**src/rtl/sem_pkg.sv**
```systemverilog
package sem_pkg;
  typedef logic [1:0] code_t;

  localparam code_t CODE_FREE = 2'b00;
  localparam code_t CODE_A    = 2'b01;
  localparam code_t CODE_B    = 2'b10;
  localparam code_t CODE_KEEP = 2'b11;

  // Fixed word addresses of the single-lock registers; the rest derive from NGP.
  localparam int ADDR_I2C   = 0;
  localparam int ADDR_SPI   = 1;
  localparam int ADDR_FLASH = 2;
  localparam int ADDR_GPIO  = 3;
  localparam int ADDR_GP0   = 4;

  // Index of each peripheral lock inside the peripheral vector.
  localparam int PER_I2C   = 0;
  localparam int PER_SPI   = 1;
  localparam int PER_FLASH = 2;
  localparam int NPER      = 3;
endpackage

```
**src/rtl/sem_cell.sv**
```systemverilog
module sem_cell
  import sem_pkg::*;
#(
  parameter bit KEEP_ON_ONES = 1'b0
) (
  input  logic  clk,
  input  logic  rst,
  input  logic  wr_stb,
  input  code_t wr_code,
  output code_t cur,
  output code_t prv
);

  logic release_hit;
  assign release_hit = wr_stb && (cur != CODE_FREE) && (wr_code == CODE_FREE);

  always_ff @(posedge clk) begin
    if (rst) begin
      cur <= CODE_FREE;
      prv <= CODE_FREE;
    end else if (wr_stb) begin
      if (cur != CODE_FREE) begin
        if (wr_code == CODE_FREE) begin
          prv <= cur;
          cur <= CODE_FREE;
        end
      end else if (!(KEEP_ON_ONES && (wr_code == CODE_KEEP))) begin
        cur <= wr_code;
      end
    end
  end

  // reset clears lock and history
  p_reset_clear_r1: assert property (@(posedge clk) rst |=> (cur == CODE_FREE) && (prv == CODE_FREE));

  // an occupied lock holds unless a release arrives
  p_hold_busy_r3: assert property (@(posedge clk) disable iff (rst)
    ((cur != CODE_FREE) && !(wr_stb && (wr_code == CODE_FREE))) |=> (cur == $past(cur)));

  // release moves the old code into history
  p_release_capture_r8: assert property (@(posedge clk) disable iff (rst)
    release_hit |=> (cur == CODE_FREE) && (prv == $past(cur)));

  // history is stable except on a release
  p_prev_stable_r8: assert property (@(posedge clk) disable iff (rst)
    !release_hit |=> $stable(prv));

  generate
    if (KEEP_ON_ONES) begin : g_keep_chk
      // a field written as 11 keeps its value
      p_keep_field_r5: assert property (@(posedge clk) disable iff (rst)
        (wr_stb && (wr_code == CODE_KEEP)) |=> $stable(cur));
    end
  endgenerate

endmodule

```
**src/rtl/sem_readmux.sv**
```systemverilog
module sem_readmux
  import sem_pkg::*;
#(
  parameter int DATA_W = 32,
  parameter int ADDR_W = 5,
  parameter int NGP    = 12,
  parameter int NGPIO  = 5
) (
  input  logic                 clk,
  input  logic                 rst,
  input  logic [ADDR_W-1:0]    rd_addr,
  input  logic [2*NPER-1:0]    per_cur,
  input  logic [2*NPER-1:0]    per_prv,
  input  logic [2*NGPIO-1:0]   gpio_cur,
  input  logic [2*NGPIO-1:0]   gpio_prv,
  input  logic [2*NGP-1:0]     gp_cur,
  input  logic [2*NGP-1:0]     gp_prv,
  output logic [DATA_W-1:0]    rd_data
);

  localparam int ADDR_STS_CUR = ADDR_GP0 + NGP;
  localparam int ADDR_STS_GP  = ADDR_STS_CUR + 1;
  localparam int ADDR_PRV_PER = ADDR_STS_CUR + 2;
  localparam int ADDR_PRV_GP  = ADDR_STS_CUR + 3;
  localparam int FLASH_PRV_LO = 2*NGPIO + 6;

  logic [DATA_W-1:0] sts_cur, sts_gp, prv_per, prv_gp, rd_next;

  always_comb begin
    sts_cur = '0;
    sts_cur[1:0] = per_cur[2*PER_I2C +: 2];
    sts_cur[5:4] = per_cur[2*PER_SPI +: 2];
    sts_cur[7:6] = gpio_cur[1:0];
    sts_cur[9:8] = per_cur[2*PER_FLASH +: 2];

    sts_gp = '0;
    for (int k = 0; k < NGP-1; k++) sts_gp[2*k +: 2] = gp_cur[2*k +: 2];

    prv_per = '0;
    prv_per[1:0] = per_prv[2*PER_I2C +: 2];
    prv_per[3:2] = per_prv[2*PER_SPI +: 2];
    prv_per[5:4] = gpio_prv[1:0];
    for (int k = 1; k < NGPIO; k++) prv_per[2*k+6 +: 2] = gpio_prv[2*k +: 2];
    prv_per[FLASH_PRV_LO +: 2] = per_prv[2*PER_FLASH +: 2];

    prv_gp = '0;
    prv_gp[2*NGP-1:0] = gp_prv;
  end

  always_comb begin
    rd_next = '0;
    if (rd_addr == ADDR_W'(ADDR_I2C))        rd_next[1:0] = per_cur[2*PER_I2C +: 2];
    else if (rd_addr == ADDR_W'(ADDR_SPI))   rd_next[1:0] = per_cur[2*PER_SPI +: 2];
    else if (rd_addr == ADDR_W'(ADDR_FLASH)) rd_next[1:0] = per_cur[2*PER_FLASH +: 2];
    else if (rd_addr == ADDR_W'(ADDR_GPIO))  rd_next[2*NGPIO-1:0] = gpio_cur;
    else if (rd_addr == ADDR_W'(ADDR_STS_CUR)) rd_next = sts_cur;
    else if (rd_addr == ADDR_W'(ADDR_STS_GP))  rd_next = sts_gp;
    else if (rd_addr == ADDR_W'(ADDR_PRV_PER)) rd_next = prv_per;
    else if (rd_addr == ADDR_W'(ADDR_PRV_GP))  rd_next = prv_gp;
    else begin
      for (int k = 0; k < NGP; k++)
        if (rd_addr == ADDR_W'(ADDR_GP0 + k)) rd_next[1:0] = gp_cur[2*k +: 2];
    end
  end

  always_ff @(posedge clk) begin
    if (rst) rd_data <= '0;
    else     rd_data <= rd_next;
  end

  // one-edge read latency on the I2C lock word
  p_read_latency_r10: assert property (@(posedge clk) disable iff (rst)
    (rd_addr == ADDR_W'(ADDR_I2C)) |=>
      (rd_data[1:0] == $past(per_cur[1:0])) && (rd_data[DATA_W-1:2] == '0));

endmodule

```
**src/rtl/hw_sem_bank.sv**
```systemverilog
module hw_sem_bank
  import sem_pkg::*;
#(
  parameter int DATA_W = 32,
  parameter int ADDR_W = 5,
  parameter int NGP    = 12,
  parameter int NGPIO  = 5
) (
  input  logic                 clk,
  input  logic                 rst,
  input  logic                 wr_en,
  input  logic [ADDR_W-1:0]    wr_addr,
  input  logic [2*NGPIO-1:0]   wr_data,
  input  logic                 wr_master,
  input  logic [ADDR_W-1:0]    rd_addr,
  output logic [DATA_W-1:0]    rd_data
);

  localparam int ADDR_STS_CUR = ADDR_GP0 + NGP;

  logic [2*NPER-1:0]  per_cur, per_prv;
  logic [2*NGPIO-1:0] gpio_cur, gpio_prv;
  logic [2*NGP-1:0]   gp_cur, gp_prv;

  generate
    for (genvar p = 0; p < NPER; p++) begin : g_per
      sem_cell #(.KEEP_ON_ONES(1'b0)) u_cell (
        .clk    (clk),
        .rst    (rst),
        .wr_stb (wr_en && (wr_addr == ADDR_W'(ADDR_I2C + p))),
        .wr_code(wr_data[1:0]),
        .cur    (per_cur[2*p +: 2]),
        .prv    (per_prv[2*p +: 2])
      );
    end

    for (genvar g = 0; g < NGPIO; g++) begin : g_gpio
      sem_cell #(.KEEP_ON_ONES(1'b1)) u_cell (
        .clk    (clk),
        .rst    (rst),
        .wr_stb (wr_en && (wr_addr == ADDR_W'(ADDR_GPIO))),
        .wr_code(wr_data[2*g +: 2]),
        .cur    (gpio_cur[2*g +: 2]),
        .prv    (gpio_prv[2*g +: 2])
      );
    end

    for (genvar n = 0; n < NGP; n++) begin : g_gp
      sem_cell #(.KEEP_ON_ONES(1'b0)) u_cell (
        .clk    (clk),
        .rst    (rst),
        .wr_stb (wr_en && (wr_addr == ADDR_W'(ADDR_GP0 + n))),
        .wr_code(wr_data[1:0]),
        .cur    (gp_cur[2*n +: 2]),
        .prv    (gp_prv[2*n +: 2])
      );
    end
  endgenerate

  sem_readmux #(
    .DATA_W(DATA_W), .ADDR_W(ADDR_W), .NGP(NGP), .NGPIO(NGPIO)
  ) u_rdmux (
    .clk     (clk),
    .rst     (rst),
    .rd_addr (rd_addr),
    .per_cur (per_cur),
    .per_prv (per_prv),
    .gpio_cur(gpio_cur),
    .gpio_prv(gpio_prv),
    .gp_cur  (gp_cur),
    .gp_prv  (gp_prv),
    .rd_data (rd_data)
  );

  // master B writing A's code into a free I2C lock is still applied
  p_any_master_claim_r4: assert property (@(posedge clk) disable iff (rst)
    (wr_en && wr_master && (wr_addr == ADDR_W'(ADDR_I2C)) && (wr_data[1:0] == CODE_A)
      && (per_cur[1:0] == CODE_FREE)) |=> (per_cur[1:0] == CODE_A));

  // writes to the read-only words leave every lock alone
  p_ro_write_r11: assert property (@(posedge clk) disable iff (rst)
    (wr_en && (wr_addr >= ADDR_W'(ADDR_STS_CUR))) |=>
      ($stable(per_cur) && $stable(gpio_cur) && $stable(gp_cur)));

endmodule

```
**config.mk**
```make
export PLATFORM = sky130hd
export DESIGN_NAME = hw_sem_bank
export DESIGN_NICKNAME = d
export VERILOG_FILES = /design/src/rtl/sem_pkg.sv /design/src/rtl/sem_cell.sv /design/src/rtl/sem_readmux.sv /design/src/rtl/hw_sem_bank.sv
export SDC_FILE = /design/constraint.sdc
export NUM_CORES = 1
export LEC_CHECK = 0
export ABC_AREA = 0
export BUFFER_PORTS_ARGS = -buffer_cell sky130_fd_sc_hd__buf_2
export CORE_MARGIN = 8
export CORE_UTILIZATION = 35
export CTS_CLUSTER_SIZE = 25
export DETAILED_ROUTE_END_ITERATION = 8
export MAX_ROUTING_LAYER = met4
export PLACE_DENSITY = 0.57
export SETUP_SLACK_MARGIN = 0.02
export SYNTH_ARGS = -nofsm -noshare
export SYNTH_HDL_FRONTEND = slang
export SYNTH_SLANG_ARGS = --single-unit
```
**constraint.sdc**
```tcl
create_clock -name clk -period 2.15 [get_ports clk]
set_clock_uncertainty 0.2 [all_clocks]
set_input_delay 0.1075 -clock clk [delete_from_list [all_inputs] [get_ports clk]]
set_output_delay 0.1075 -clock clk [all_outputs]
set_load 0.01 [all_outputs]
```
== Yosys cells after proc, flatten, opt, wreduce, memory -nomap -nowiden ==
Cells that the tools add are included.

* Reduce and logical (&&, ||, !) cells: 87
* Bitwise operators: 1
* Equality and inequality tests: 64
* Multiplexer cells: 51

{| class="wikitable"
|+ Operators with widths
! kind !! count
|-
| two-way mux 2 bit || 46
|-
| == test 5 x 4 -> 1 bit (second input constant) || 16
|-
| AND reduction 3 bit || 25
|-
| two-way mux 22 bit || 2
|-
| == test 5 x 3 -> 1 bit (second input constant) || 8
|-
| nonzero test 2 bit || 20
|-
| != test 2 bit (second input constant) || 16
|-
| AND reduction 2 bit || 15
|-
| == test 5 x 2 -> 1 bit (second input constant) || 4
|-
| == test 5 bit (second input constant) || 4
|-
| two-way mux 10 bit || 2
|-
| two-way mux 20 bit || 1
|-
| != test 2 x 1 -> 1 bit (second input constant) || 9
|-
| logical AND 1 bit || 16
|-
| == test 2 bit (second input constant) || 5
|-
| == test 5 x 1 -> 1 bit (second input constant) || 2
|-
| logical NOT 2 bit || 5
|-
| logical NOT 5 bit || 2
|-
| OR reduction 9 bit || 1
|-
| OR reduction 8 bit || 1
|-
| OR reduction 6 bit || 1
|-
| OR reduction 4 bit || 1
|-
| inverter 1 bit || 1
|}

* Input port bits: 24
* Bits in registers: 112
* Output and inout port bits: 32

== Logic depth before layout (Yosys ltp) ==
* Word-level depth: 21
* Gate-level depth with buffers: 8

== Modules after synthesis ==
From an unflattened synthesis, not the netlist that was laid out.

* Cells, all modules: 602
* Area total of the unflattened synthesis: 5327.6 um2

{| class="wikitable"
|+ By module, submodules not included
! module !! cells an instance !! area an instance (um2) !! sequential area each (um2) !! instances
|-
| sem_cell (g_gp[0].u_cell ...) || 19 || 175.2 || 80.1 || 15
|-
| sem_readmux || 204 || 1699.1 || 480.5 || 1
|-
| sem_cell (g_gpio[0].u_cell ...) || 18 || 173.9 || 80.1 || 5
|-
| hw_sem_bank || 23 || 131.4 || 0.0 || 1
|}

== Least setup slack after synthesis ==
Ideal clock, no wire load.

* Path type: input -> register
* Start point: input port rd_addr[4]
* End point: register u_rdmux.rd_data[1]
* Path buffers: 2
* Setup slack: 0.554 ns
* Library setup time: 0.058 ns
* Data required time: 1.892 ns
* Data arrival time: 1.338 ns
* Stages: 7
* Cells stage by stage: buf_2 > or3b_1 > nor3_1 > buf_4 > a22oi_1 > o211ai_1 > o21a_1

* Longest elaborated chain between the ends: 21

{| class="wikitable"
|+ RTL lines
! item !! line !! RTL
|-
| start, declared || hw_sem_bank.sv:15 || <nowiki>input logic [ADDR_W-1:0] rd_addr,</nowiki>
|-
| == test 5 x 3 -> 1 bit || sem_readmux.sv:62 || <nowiki>if (rd_addr == ADDR_W'(ADDR_GP0 + k)) rd_next[1:0] = gp_cur[2*k +: 2];</nowiki>
|-
| two-way mux 2 bit (12 in series) || sem_readmux.sv:62 ||
|-
| two-way mux 2 bit || sem_readmux.sv:59 || <nowiki>else if (rd_addr == ADDR_W'(ADDR_PRV_GP)) rd_next = prv_gp;</nowiki>
|-
| two-way mux 22 bit || sem_readmux.sv:58 || <nowiki>else if (rd_addr == ADDR_W'(ADDR_PRV_PER)) rd_next = prv_per;</nowiki>
|-
| two-way mux 22 bit || sem_readmux.sv:57 || <nowiki>else if (rd_addr == ADDR_W'(ADDR_STS_GP)) rd_next = sts_gp;</nowiki>
|-
| two-way mux 10 bit || sem_readmux.sv:56 || <nowiki>else if (rd_addr == ADDR_W'(ADDR_STS_CUR)) rd_next = sts_cur;</nowiki>
|-
| two-way mux 10 bit || sem_readmux.sv:55 || <nowiki>else if (rd_addr == ADDR_W'(ADDR_GPIO)) rd_next[2*NGPIO-1:0] = gpio_cur;</nowiki>
|-
| two-way mux 2 bit || sem_readmux.sv:54 || <nowiki>else if (rd_addr == ADDR_W'(ADDR_FLASH)) rd_next[1:0] = per_cur[2*PER_FLASH +: 2];</nowiki>
|-
| two-way mux 2 bit || sem_readmux.sv:53 || <nowiki>else if (rd_addr == ADDR_W'(ADDR_SPI)) rd_next[1:0] = per_cur[2*PER_SPI +: 2];</nowiki>
|-
| two-way mux 2 bit * || sem_readmux.sv:52 || <nowiki>if (rd_addr == ADDR_W'(ADDR_I2C)) rd_next[1:0] = per_cur[2*PER_I2C +: 2];</nowiki>
|-
| end signal, assigned || sem_readmux.sv:68 || <nowiki>else rd_data <= rd_next;</nowiki>
|-
| end, declared || sem_readmux.sv:18 || <nowiki>output logic [DATA_W-1:0] rd_data</nowiki>
|}

Mark *: on every way between the ends. The rest lies on a longest branch, timed or not.
A chain may end at the register's enable or synchronous reset.

== Final worst setup path ==
* Start point: input port wr_data[0]
* End point: register g_per[2].u_cell.prv[0]

* Longest elaborated chain between the ends: 2

{| class="wikitable"
|+ RTL lines
! item !! line !! RTL
|-
| start, declared || hw_sem_bank.sv:13 || <nowiki>input logic [2*NGPIO-1:0] wr_data,</nowiki>
|-
| logical NOT 2 bit || n/a ||
|-
| AND reduction 3 bit (no source line) || n/a ||
|-
| end signal, assigned || sem_cell.sv:24 || <nowiki>prv <= cur;</nowiki>
|-
| end, declared || sem_cell.sv:11 || <nowiki>output code_t prv</nowiki>
|}

Every way passes these cells.

==> impl_metrics.ini <==
[drt]
ant_nets = 0
dr.pass1.iters = 5
wirelength_um = 15940
drc = 0
detailroute.via_count = 4882
drt_iter0_markers = 488
vias_per_cell = 5.554
avgRoutedWirePerCell_um = 18.14

[timing]
finalSetupViolCount = 0
final-hold-violation-count = 0
worst_slack_ns = 0.08934
period_share_pct = 95.84
min_period_ns = 2.061
fmax_mhz = 485.3
setup_tns_ns = 0
drv_slew = 0
rsz0062_at_grt = true

[synth]
avgSynthCellArea_um2 = 7.828
ys.flop_type = dfxtp_1
synth_area_um2 = 4892
synth_simple_gate_area_share_pct = 29.64
synth_compound_area_share_pct = 19.69
async_flop_share_pct = 0
synthAdderAreaFrac_pct = 0
ys_types = 59
synth-edff-count = 0
synthMuxAreaShare_pct = 3.376
synth_xor_area_share_pct = 0
synth-seq-cells = 104
syn_inst = 625
synth_top_family_by_area = simple AND/OR/NAND/NOR gates
yosys_warnings = 0
yosysSeqAreaShare_pct = 42.56

[worst_setup_path]
setup.worst_path.start_class = input pin
path_buf_inv = 2
endpoint_kind = flop
worst-path-max-fanout = 7
crit_chain = dlygate4sd3_1, buf_2, or4b_2, nor2_1, nand2_1, nand2_1, a21oi_1
required_ns = 2.18
crit_type = input pin to flop
crit_family = simple AND/OR/NAND/NOR gates
r2r_setup_slack_ns = 0.35
crit_slowest_cell = or4b_2
arrival_ns = 2.09
critPathMaxStageDelay_ns = 0.82
crit_path_frequent_cell = nand2_1

[floorplan]
fp.dieH_um = 134.2
ios = 56
start_util_pct = 35.52
die-area_um2 = 18020
chipWidth_um = 134.2
core_area_um2 = 13770
num_rows = 43

[clock_network]
clockBufferDepth = 2
cts_tree = done
htree_levels = 3
path_clk_slew_ns = 0.07
clock_latency_ns = 0.36
cts.sinks = 104
numCtsBuffers = 9
root_buffer = clkbuf_16

[cells_and_area]
final_layout_size_suffix_gt1_share_pct = 15.45
stdcell_count = 879
diodes = 0
synthToLayoutAreaGrowth_pct = 19.90
fillers = 1448
nets = 718
stdcell_area_um2 = 5866

[placement]
place_area_um2 = 5379
place_ws_ns = 0.2067
gp_congestion = 0.9359
dp.cells = 845
io_buffer_count = 46
dp_hpwl_um = 11920

[hold_path]
hold_path.class = input pin to flop

[global_routing]
track_usage_pct = 18.25
grt.overflow.total = 0
grt_pass1_wl_um = 24960
antenna_found_initial = 0
grt_pass1_vias = 4588
grt_max_degree = 51

[job]
max_cap_viol_count = 0

[status]
outcome = complete, no violations

[pwr]
p_leak_nw = 2.082
ir_drop_mv = 0.3339
p_per_area_nw_per_um2 = 664.1
[logic make-up (layout without fill, tap and decap cells)]
kind of cell,Yosys count,count (layout)
flip-flops,104,104
AND/OR/NAND/NOR,300,300
multiplexers,15,15
AO/OA/AOI/OAI,159,159
other,1,8
buffers and inverters,46,113
[flip-flops by register name, indices dropped and copies added (netlist names)]
signal,flops
g_gp.u_cell.cur,24
g_gp.u_cell.prv,24
u_rdmux.rd_data,24
g_gpio.u_cell.cur,10
g_gpio.u_cell.prv,10
g_per.u_cell.cur,6
g_per.u_cell.prv,6
[through the flow]
step | power [mW] | utilization, % | hold slack (ns)
final | 3.895 | 42.59 | 0.05719
after global routing | 4.029 | 42.59 | 0.07112
after floorplan | 2.182 | - | 0.08543
after global placement | 2.289 | 39.05 | 0.2333
after CTS | 3.916 | 42.50 | 0.04504
after detailed placement | 2.289 | 39.05 | 0.2442
[power breakdown]
group / total (mW) / leakage (nW) / switching [mW] / internal, mW
registers: 1.94 / 0.838 / 0.00996 / 1.93
clock network: 1.62 / 0.138 / 0.734 / 0.886
logic: 0.332 / 1.11 / 0.217 / 0.115
total: 3.90 / 2.08 / 0.961 / 2.93
[tightest hold or removal path, stage by stage]
cell and delay, ns:
buf_2 0.21, nor3_2 0.08, nand3_1 0.10, a21oi_1 0.06
[final cells by class]
cell class                 count  area [um^2]  share of cell area (%)
clock inverter                 3        23.77                  0.4053
tap                          180        225.2                   3.840
inverter                       4        15.01                  0.2560
timing repair buffer          93        631.9                   10.77
clock buffer                  13        270.3                   4.608
sequential                   104         2082                   35.49
multi-input combinational    482         2618                   44.62
[worst paths after layout]
check / startpoint / depth (start not counted) / end
worst min-delay path: wr_addr[0] / 4 / g_per[0].u_cell.prv[0]$_SDFFE_PP0P_
worst max register to register: g_gp[7].u_cell.cur[0]$_SDFFE_PP0P_ / 5 / u_rdmux.rd_data[0]$_SDFF_PP0_
worst max-delay path: wr_data[0] / 7 / g_per[2].u_cell.prv[0]$_SDFFE_PP0P_
worst min register to register: g_gp[11].u_cell.prv[0]$_SDFFE_PP0P_ / 2 / g_gp[11].u_cell.prv[0]$_SDFFE_PP0P_
[repair_timing]
item,CTS,global route
endpoints found under the hold margin,20,0
resized for setup,0,3
setup buffers,0,0
setup endpoints to repair,0,9
hold buffers,18,0
[cell usage after synthesis (3+ instances only)]
cell | count | area (um^2)
inv_1 | 3 | 11.26
a22oi_1 | 17 | 127.6
buf_4 | 12 | 90.09
nor2b_1 | 12 | 75.07
o211ai_1 | 3 | 22.52
o22ai_1 | 4 | 25.02
nor2_1 | 90 | 337.8
o21ai_0 | 15 | 75.07
and2_1 | 4 | 25.02
buf_2 | 8 | 40.04
nor3_1 | 20 | 100.1
mux2i_1 | 12 | 120.1
a21oi_1 | 86 | 430.4
nand3_1 | 11 | 55.05
nor4_1 | 22 | 137.6
a31oi_1 | 4 | 25.02
a32oi_1 | 9 | 78.83
dfxtp_1 | 104 | 2082
nor4bb_1 | 3 | 30.03
nand2b_1 | 4 | 25.02
nand2_1 | 108 | 405.4
clkbuf_1 | 21 | 78.83
[placed cells by master (no fill, tap or decap), drive strengths merged, types with 9 or more instances in the layout]
cell type,instances
nor2b,12
nand2,108
a32oi,9
buf,75
o21ai,15
a21oi,86
nand3,11
clkbuf,13
mux2i,12
nor4,25
dlygate4sd3,18
nor3,22
nor2,92
dfxtp,104
a22oi,17
[metal layers]
layer | vias to the layer above | share of wire [%] | track usage (%)
met3 | 33 | 5.9 | 2.992
met5 | - | 0 | -
met2 | 170 | 46 | 27.76
li1 | 2368 | - | -
met4 | 0 | 3.8 | 9.295
met1 | 2311 | 45 | 22.95
(Power assumes the default switching activity.)
